**src/rtl/tally_pkg.sv**
```systemverilog
package tally_pkg;
   localparam int BCD_W = 4;
   localparam logic [BCD_W-1:0] BCD_TOP = 4'd9;

   typedef enum logic [2:0] {
      RNG_PLAIN     = 3'd0,
      RNG_SECONDS   = 3'd1,
      RNG_WIN_1S    = 3'd2,
      RNG_WIN_100MS = 3'd3,
      RNG_WIN_10MS  = 3'd4
   } range_e;
endpackage

```
**src/rtl/bcd_stage.sv**
```systemverilog
module bcd_stage
   import tally_pkg::*;
(
   input  logic             clk,
   input  logic             rst_n,
   input  logic             clr_i,
   input  logic             step_i,
   output logic [BCD_W-1:0] q_o,
   output logic             carry_o
);
   logic at_top;
   assign at_top  = (q_o == BCD_TOP);
   assign carry_o = step_i && at_top;

   always_ff @(posedge clk or negedge rst_n) begin
      if (!rst_n)      q_o <= '0;
      else if (clr_i)  q_o <= '0;
      else if (step_i) q_o <= at_top ? '0 : q_o + 1'b1;
   end

   assert_digit_range_R9: assert property (@(posedge clk) disable iff (!rst_n)
      q_o <= BCD_TOP);
   assert_step_up_R2: assert property (@(posedge clk) disable iff (!rst_n)
      (step_i && !clr_i && q_o != BCD_TOP) |=> (q_o == $past(q_o) + 4'd1));
   assert_digit_wrap_R4: assert property (@(posedge clk) disable iff (!rst_n)
      (step_i && !clr_i && q_o == BCD_TOP) |=> (q_o == '0));
endmodule

```
**src/rtl/wrap_latch.sv**
```systemverilog
module wrap_latch (
   input  logic clk,
   input  logic rst_n,
   input  logic clr_i,
   input  logic set_i,
   output logic flag_o
);
   always_ff @(posedge clk or negedge rst_n) begin
      if (!rst_n)     flag_o <= 1'b0;
      else if (clr_i) flag_o <= 1'b0;
      else if (set_i) flag_o <= 1'b1;
   end

   assert_flag_sticky_R6: assert property (@(posedge clk) disable iff (!rst_n)
      (flag_o && !clr_i) |=> flag_o);
endmodule

```
**src/rtl/point_decode.sv**
```systemverilog
module point_decode
   import tally_pkg::*;
#(
   parameter int NUM_DECADES = 4
) (
   input  logic [2:0]             range_i,
   output logic [NUM_DECADES-1:0] point_o
);
   always_comb begin
      point_o = '0;
      case (range_i)
         RNG_WIN_1S:    point_o[3] = 1'b1;
         RNG_WIN_100MS: point_o[2] = 1'b1;
         RNG_SECONDS,
         RNG_WIN_10MS:  point_o[1] = 1'b1;
         default:       point_o = '0;
      endcase
   end

   always_comb begin
      assert_point_onehot_R8: assert ($onehot0(point_o));
   end
endmodule

```
**src/rtl/decade_tally.sv**
```systemverilog
module decade_tally
   import tally_pkg::*;
#(
   parameter int NUM_DECADES = 4
) (
   input  logic                         clk,
   input  logic                         rst_n,
   input  logic                         clear_i,
   input  logic                         gate_i,
   input  logic                         event_i,
   input  logic [2:0]                   range_i,
   output logic [BCD_W*NUM_DECADES-1:0] digits_o,
   output logic                         wrap_o,
   output logic [NUM_DECADES-1:0]       point_o
);
   localparam int DIG_W = BCD_W * NUM_DECADES;

   if (NUM_DECADES < 4) begin : g_bad_width
      $error("decade_tally: NUM_DECADES must be at least 4 for point placement");
   end

   logic                   count_ok;
   logic [NUM_DECADES:0]   step;

   assign count_ok = event_i && gate_i && !clear_i;
   assign step[0]  = count_ok;

   for (genvar k = 0; k < NUM_DECADES; k++) begin : g_decade
      bcd_stage u_stage (
         .clk     (clk),
         .rst_n   (rst_n),
         .clr_i   (clear_i),
         .step_i  (step[k]),
         .q_o     (digits_o[BCD_W*k +: BCD_W]),
         .carry_o (step[k+1])
      );
   end

   wrap_latch u_wrap (
      .clk    (clk),
      .rst_n  (rst_n),
      .clr_i  (clear_i),
      .set_i  (step[NUM_DECADES]),
      .flag_o (wrap_o)
   );

   point_decode #(.NUM_DECADES(NUM_DECADES)) u_point (
      .range_i (range_i),
      .point_o (point_o)
   );

   assert_gate_closed_R3: assert property (@(posedge clk) disable iff (!rst_n)
      (!(event_i && gate_i) && !clear_i) |=> ($stable(digits_o) && $stable(wrap_o)));
   assert_clear_wins_R7: assert property (@(posedge clk) disable iff (!rst_n)
      clear_i |=> (digits_o == {DIG_W{1'b0}} && !wrap_o));
   assert_full_roll_R5: assert property (@(posedge clk) disable iff (!rst_n)
      (count_ok && digits_o == {NUM_DECADES{BCD_TOP}}) |=> (digits_o == {DIG_W{1'b0}} && wrap_o));
endmodule

```
**config.mk**
```make
export PLATFORM = sky130hd
export DESIGN_NAME = decade_tally
export DESIGN_NICKNAME = d
export VERILOG_FILES = /design/src/rtl/tally_pkg.sv /design/src/rtl/bcd_stage.sv /design/src/rtl/wrap_latch.sv /design/src/rtl/point_decode.sv /design/src/rtl/decade_tally.sv
export SDC_FILE = /design/constraint.sdc
export NUM_CORES = 1
export LEC_CHECK = 0
export ABC_AREA = 1
export BUFFER_PORTS_ARGS = -buffer_cell sky130_fd_sc_hd__buf_4
export CAP_MARGIN = 30
export CORE_MARGIN = 1
export CORE_UTILIZATION = 54
export DETAILED_ROUTE_END_ITERATION = 12
export PLACE_DENSITY = 0.92
export RECOVER_POWER = 50
export SYNTH_ARGS = -nofsm -noshare
export SYNTH_HDL_FRONTEND = slang
export SYNTH_SLANG_ARGS = --single-unit
```
**constraint.sdc**
```tcl
create_clock -name clk -period 2.3 [get_ports clk]
set_input_delay 0.115 -clock clk [delete_from_list [all_inputs] [get_ports clk]]
set_output_delay 0.115 -clock clk [all_outputs]
set_load 0.02 [all_outputs]
```
-- After elaboration in Yosys (flattened, before gate mapping)
Cells that the tools add are included.
- flip-flop bits (word level): 17
- bits of input ports: 8
- output and inout bits: 21
- word-level logic and storage cells: 47
- add/subtract/negate cells: 4
- equal/unequal tests: 8
- mux-type cells: 17
- reduce and logical (&&, ||, !) cells: 13
- operators by type and width (kind ; number):
    4-bit two-way mux ; 12
    4-bit by 1-bit adder with 4-bit output (second input constant) ; 4
    4-bit == test (second input constant) ; 4
    2-bit nonzero test ; 5
    3-bit by 2-bit == test with 1-bit output (second input constant) ; 2
    1-bit logical AND ; 6
    1-bit two-way mux ; 5
    3-bit by 1-bit == test with 1-bit output (second input constant) ; 1
    3-bit == test (second input constant) ; 1
    2-bit OR reduction ; 1
    1-bit zero test ; 1

-- Logic depth before layout (Yosys ltp)
Gate-level depths: netlist (run 1).
- word-level depth: 8
- depth in mapped cells: 10
- mapped depth without buffers: 10

-- Modules after synthesis
From an unflattened synthesis (run 1), not the netlist that was laid out.
- cell total of the unflattened synthesis: 176
- area total of the unflattened synthesis: 1156.1 µm²
- modules (own cells, without submodules) (module ; times used ; cells each ; area an instance (µm²) ; sequential area each (µm²)):
    bcd_stage ; 4 ; 40 ; 265.3 ; 100.1
    point_decode ; 1 ; 11 ; 52.6 ; 0.0
    wrap_latch ; 1 ; 3 ; 32.5 ; 25.0
    decade_tally ; 1 ; 2 ; 10.0 ; 0.0

-- Worst setup path after synthesis (run 1)
Ideal clock, no wire load.
- path type: register to register
- from: register g_decade[0].u_stage.q_o[1]
- to: register g_decade[3].u_stage.q_o[1]
- setup time: 117 ps
- arrival: 1288 ps
- required time: 2183 ps
- setup slack: 895 ps
- cell stages (with the launch flop): 10
- path buffers: 0
- period minus slack after synthesis: 1405 ps
- path through: dfrtp_1 -> inv_1 -> ha_1 -> nand2_1 -> nor2_2 -> nand2_2 -> nor2_4 -> nand2_4 -> nand3_1 -> nand2_1
- word-level cells in the longest chain between the ends: 5
- ends and longest elaborated chain (element ; line ; text):
    from (decl) ; bcd_stage.sv:8 ; output logic [BCD_W-1:0] q_o,
    from (signal assigned) ; bcd_stage.sv:18 ; else if (step_i) q_o <= at_top ? '0 : q_o + 1'b1;
    4-bit == test ; bcd_stage.sv:12 ; assign at_top = (q_o == BCD_TOP);
    1-bit logical AND (3 in a row) ; bcd_stage.sv:13 ; assign carry_o = step_i && at_top;
    2-bit nonzero test (no line) ; - ;
    to (signal assigned) ; bcd_stage.sv:18 ;
    to (decl) ; bcd_stage.sv:8 ;
No other way between the ends.
A chain may end at the register's enable or synchronous reset.

-- Worst setup path in the final report (run 1)
- from: register g_decade[0].u_stage.q_o[1]
- to: register g_decade[2].u_stage.q_o[1]
- word-level cells in the longest chain between the ends: 4
- ends and longest elaborated chain (element ; line):
    4-bit == test ; bcd_stage.sv:12
    1-bit logical AND (2 in a row) ; bcd_stage.sv:13
    2-bit nonzero test (no line) ; -
    to (signal assigned) ; bcd_stage.sv:18
    to (decl) ; bcd_stage.sv:8
No other way between the ends.

==> results of run 1 <==
-- stage by stage --
stage | setup WS [ps] | hold WS, ps | std cells | cell area (µm²)
5_1_grt | 734.5 | 23.83 | 188 | 1260
3_3_place_gp | 960.4 | -13.67 | 183 | 1265
6_report | 878.6 | 24.41 | 188 | 1260
3_5_place_dp | 909.8 | -13.16 | 183 | 1265
4_1_cts | 889.7 | 17.29 | 188 | 1301
2_1_floorplan | 894.7 | -180.6 | 133 | 1042
-- state kept, by name, summed over array words and instances, names as in the netlist --
name	flops
u_wrap.flag_o	1
g_decade.u_stage.q_o	16
-- logic make-up (layout without fill, tap and decap cells) --
kind of cell               after synthesis  in the layout
adders and majority gates                6              6
other                                    1              1
buffers and inverters                   21             51
AOI/OAI and AO/OA                       16             16
xor gates and xnor gates                 5              5
DFF                                     17             17
and+or+nand+nor                         67             67
-- what timing repair did --
item                                   CTS  global route
gates resized for setup                  0             0
endpoints found under the hold margin   17             0
setup buffers                            0             0
hold buffers                             1             0
-- power groups by stage --
stage | clock network, mW | registers (mW) | logic (mW)
2_1_floorplan | 0 | 0.311 | 0.0233
3_3_place_gp | 0 | 0.309 | 0.0510
3_5_place_dp | 0 | 0.309 | 0.0531
4_1_cts | 0.153 | 0.303 | 0.0547
5_1_grt | 0.164 | 0.304 | 0.0570
6_report | 0.151 | 0.303 | 0.0514
-- path summary, 6_finish.rpt --
check,from,to,slack (ps),cells after the start
max,g_decade[0].u_stage.q_o[1],g_decade[2].u_stage.q_o[1],880,7
max in group asynchronous,rst_n,g_decade[1].u_stage.q_o[1],1300,2
min in group asynchronous,rst_n,g_decade[0].u_stage.q_o[1],460,2
min reg2reg,u_wrap.flag_o,u_wrap.flag_o,540,2
max reg2reg,g_decade[0].u_stage.q_o[1],g_decade[2].u_stage.q_o[1],880,7
min,clear_i,u_wrap.flag_o,20,2
-- synth_stat cells --
master	instances	area share
nand3_1	16	0.077
nand2_4	1	0.011
buf_4	1	0.0072
inv_1	17	0.061
nand4_1	2	0.012
nand2_1	29	0.10
o22ai_1	4	0.024
inv_2	1	0.0036
xnor2_1	2	0.017
conb_1	1	0.0036
ha_1	6	0.072
a22oi_1	1	0.0072
buf_1	1	0.0036
clkinv_2	1	0.0048
o21ai_0	8	0.038
o21ai_1	1	0.0048
dfrtp_1	17	0.41
xor2_1	3	0.025
nand2_2	2	0.012
or2_2	1	0.0060
nor2_4	1	0.011
nand3_2	2	0.019
nor3_1	1	0.0048
a21oi_1	2	0.0096
nor2_2	4	0.024
nor2_1	8	0.029
-- final cells by class --
cell class                      count  area (µm²)
Multi-Input combinational cell     95       533.0
Fill cell                         169       504.2
Sequential cell                    17       425.4
Timing Repair Buffer               28       171.4
Inverter                           19       72.57
Tap cell                           25       31.28
Clock buffer                        4       26.28
-- cell usage in the layout (no fill, tap or decap), types with 2 or more instances in the layout --
master     n
nand2_2    2
inv_1     17
ha_1       6
nand3_2    2
xor2_1     3
buf_4     16
o22ai_1    4
clkbuf_1  12
nand4_1    2
dfrtp_1   17
o21ai_0    8
nor2_1     8
nand2_1   29
clkbuf_4   3
nor2_2     4
nand3_1   16
xnor2_1    2
a21oi_1    2
-- metal layers --
layer  track usage  up-vias  wire, µm
met1        0.3061      458       961
li1              -      487         -
met2        0.4141       46      1073
met4        0.1059        0        16
met3       0.03571        2       130
met5             0        -         0
==> impl_metrics.yaml, run 1 <==
run_status:
  status: "finished, final reports clean"
floorplan:
  core_area_um2: 1764
  std_cell_rows: 15
  die_area_um2: 2110
  floorplan.initialDensity: 0.5908
  dieHeight_um: 45.93
  dieWidth_um: 45.93
  io_pins: 29
routing:
  drtIter0Drc: 20
  vias: 993
  drc: 0
  wl_per_cell_um: 11.60
  vias_per_cell: 5.282
  dr.pass1.iters: 4
  ant_nets: 0
  wl_mm: 2.181
setup_path:
  crit_arrival_ps: 1580
  cp_data_required_time_ps: 2460
  path_class: "register to register"
  crit_slowest_cell: "dfrtp_1"
  endpoint_kind: "register"
  cpPeakStageDelay_ps: 420
  crit_family: "simple AND/OR/NAND/NOR gates"
  cp_max_fo: 4
  start_kind: "register"
  critPathBufInv: 1
  cp_cell_sequence: "inv_1 -> ha_1 -> nand3_1 -> nor2_2 -> nand2_2 -> nand2_1 -> o21ai_0"
logic_synthesis:
  ys_types: 26
  syn_area_um2: 1042
  yosysWarnings: 0
  synth_fp_nets: 147
  synth.mux.area_fraction: 0
  synth_compound_area_frac: 0.08403
  synthXorXnorAreaFrac: 0.04202
  synth_simple_gate_area_share: 0.3097
  synth.ff_latch_count: 17
  syn_area_per_cell_um2: 7.836
  syn_inst: 133
  ys_seq_area_frac: 0.4082
  synth_fa_ha_area_frac: 0.07203
  synth_top_family_by_area: "simple AND/OR/NAND/NOR gates"
global_route:
  gr-usage-all-layers: 0.2442
  grt_pass1_vias: 867
  grt_overflow: 0
  grt_pass1_wl_mm: 3.594
  grt_max_degree: 18
  antenna_found_initial: 0
cells_and_area:
  final_util: 0.7142
  drive_above_1_share: 0.1963
  final_nets: 178
  area_growth_pct: 20.89
  num_antenna_cells: 0
power_and_ir_drop:
  clock_power_share: 0.299
  power_frac_comb: 0.102
  p_total_uw: 505.6
  switchingPower_uw: 120.2
  power_leakage_nw: 0.6332
  cellPowerDensity_nw_per_um2: 401.3
  seqPwrFrac: 0.600
  peakVddDrop_v: 0.0003914
  internal_power_uw: 385.4
  swShare: 0.2378
timing:
  fin_crit_sh: 0.6180
  fin_crit_ps: 1421
  rsz0062_at_grt: "false"
  final_max_slew_viol_count: 0
  worst_slew_pin_slew_ps: 880.7
  max_freq_mhz: 703.5
  fin_skew_ps: 2.640
  max_slew_margin: 0.4129
  hold_violations: 0
  setup_viol: 0
  setup_tns_ps: 0
place:
  dpl.hpwl_mm: 1.696
  globalplace.congestion: 0.8254
  io_buffer_count: 27
clock_tree:
  clock-sinks: 17
  clk_latency_ps: 280
  cts_tree: "built"
  numCtsBuffers: 3
  clk_pin_slew_ps: 90
  clockRootBuffer: "clkbuf_4"
  clk_path_buf_depth: 2
  cts_max_level: 1
job:
  maxCapViolCount: 0
min_path:
  hold_class: "primary input to register"
Power figures use the tool's default switching activity.
==> inputs of run 2 (changes only) <==
--- a/config.mk
+++ b/config.mk
@@ -9,9 +9,9 @@
 export BUFFER_PORTS_ARGS = -buffer_cell sky130_fd_sc_hd__buf_4
 export CAP_MARGIN = 30
 export CORE_MARGIN = 1
-export CORE_UTILIZATION = 54
+export CORE_UTILIZATION = 46
 export DETAILED_ROUTE_END_ITERATION = 12
-export PLACE_DENSITY = 0.92
+export PLACE_DENSITY = 0.84
 export RECOVER_POWER = 50
 export SYNTH_ARGS = -nofsm -noshare
 export SYNTH_HDL_FRONTEND = slang
==> constraint.sdc (replaced) <==
create_clock -name clk -period 1.1 [get_ports clk]
set_input_delay 0.055 -clock clk [delete_from_list [all_inputs] [get_ports clk]]
set_output_delay 0.055 -clock clk [all_outputs]
set_load 0.02 [all_outputs]
==> impl_metrics.yaml, run 2 (same netlist as run 1, synthesis figures left out) <==
cells_and_area:
  final_nets: 201
  largest_register_ffs: 16
  top_register: "g_decade.u_stage.q_o"
  num_antenna_cells: 0
  reg_top3: "g_decade.u_stage.q_o (16), u_wrap.flag_o (1)"
  drive_above_1_share: 0.4839
  area_growth_pct: 54.50
  final_cell_mix: "buf_4, nand2_1, inv_1, nand3_1"
  final_common_cell: "buf_4"
  finalInstanceArea_um2: 1610
setup_path:
  cp_cell_sequence: "inv_2 -> ha_4 -> nand2_4 -> nor2_4 -> nand2_2 -> nor2_4 -> nand2_4 -> nand3_1 -> nand2_1"
  crit_arrival_ps: 1510
  start_kind: "register"
  cp_max_fo: 5
  cpPeakStageDelay_ps: 420
  cp_data_required_time_ps: 1290
  crit_family: "simple AND/OR/NAND/NOR gates"
  path_class: "register to register"
  endpoint_kind: "register"
  crit_slowest_cell: "dfrtp_2"
  critPathBufInv: 1
floorplan:
  std_cell_rows: 16
  io_pins: 29
  die_area_um2: 2460
  dieWidth_um: 49.60
  floorplan.initialDensity: 0.5104
  dieHeight_um: 49.60
  core_area_um2: 2042
routing:
  dr.pass1.iters: 4
  drc: 0
  ant_nets: 0
  wl_mm: 2.720
  drtIter0Drc: 16
  vias_per_cell: 5.019
  vias: 1069
  wl_per_cell_um: 12.77
global_route:
  antenna_found_initial: 0
  grt_max_degree: 18
  grt_overflow: 0
  grt_pass1_vias: 1038
  grt_pass1_wl_mm: 4.305
  gr-usage-all-layers: 0.2282
clock_tree:
  numCtsBuffers: 3
  clk_latency_ps: 280
  cts_tree: "built"
  clk_path_buf_depth: 2
  clock-sinks: 17
  clk_pin_slew_ps: 100
  clockRootBuffer: "clkbuf_4"
  cts_max_level: 1
timing:
  rsz0062_at_grt: "true"
  hold_violations: 0
  setup_viol: 17
  max_freq_mhz: 754.4
  fin_crit_sh: 1.205
  setup_tns_ps: -2723
  final_max_slew_viol_count: 0
  setup_slack_ps: -225.6
  fin_crit_ps: 1326
  fin_skew_ps: 2.237
place:
  post_dp_cell_area_um2: 1424
  globalplace.congestion: 0.8284
  dpl.hpwl_mm: 1.957
  io_buffer_count: 27
  dpl_worst_slack_ps: -221.9
power_and_ir_drop:
  power_leakage_nw: 0.8031
  peakVddDrop_v: 0.0006868
  p_total_mw: 1.126
  cellPowerDensity_nw_per_um2: 699.3
job:
  maxCapViolCount: 0
min_path:
  hold_class: "primary input to register"
run_status:
  status: "complete, but fails checks"
  violations: "negative setup slack"
## run 2: changes by cell type in the layout (fill, tap and decap cells not counted), sizes merged
cell         change
clkbuf          -10
dlygate4sd3      +1
buf             +32
## run 2: worst min-delay path, stage by stage
cell	delay [ps]
buf_4	110
nor2_1	50
nand2_1	50
nand2_1	50
## run 2: worst paths after layout
path / from / end / slack [ps] / cells after the start
max: g_decade[0].u_stage.q_o[1] / g_decade[3].u_stage.q_o[2] / -230 / 9
min: clear_i / g_decade[3].u_stage.q_o[2] / 60 / 4
max reg2reg: g_decade[0].u_stage.q_o[1] / g_decade[3].u_stage.q_o[2] / -230 / 9
min reg2reg: u_wrap.flag_o / u_wrap.flag_o / 520 / 2
max in group asynchronous: rst_n / g_decade[0].u_stage.q_o[1] / 520 / 2
min in group asynchronous: rst_n / g_decade[2].u_stage.q_o[2] / 240 / 2
## run 2: metrics by stage
stage,cells,hold slack (ps),utilization
floorplan,133,-240.6,-
global placement,202,-71.38,0.6973
detailed placement,202,-66.46,0.6973
CTS,211,45.31,0.7377
global route,213,74.31,0.7886
finish,213,58.60,0.7886
## run 2: power by group
group	internal (mW)	switching [mW]
logic	0.0660	0.0870
clock network	0.141	0.199
registers	0.629	0.00463
## run 2: layer usage
| metal | track usage | part of all wire |
|---|---|---|
| met1 | 0.2607 | 0.42 |
| met2 | 0.4302 | 0.54 |
| met3 | 0.03395 | 0.031 |
| met4 | 0.06667 | 0.0088 |
| met5 | 0 | 0 |
## run 2: what timing repair did
action,in CTS,in global routing
setup endpoints to repair,15,23
hold endpoints to repair,18,0
pin swaps,8,8
setup buffers,3,2
resized for setup,7,23
hold buffers,2,0
## run 2: area by class of cell
class	count	area, µm²
clock buffers	4	26.28
fillers	147	431.7
inverters	19	72.57
multi-input cells	95	620.6
flip-flops and latches	17	434.2
well taps	27	33.78
repair buffers	51	422.9
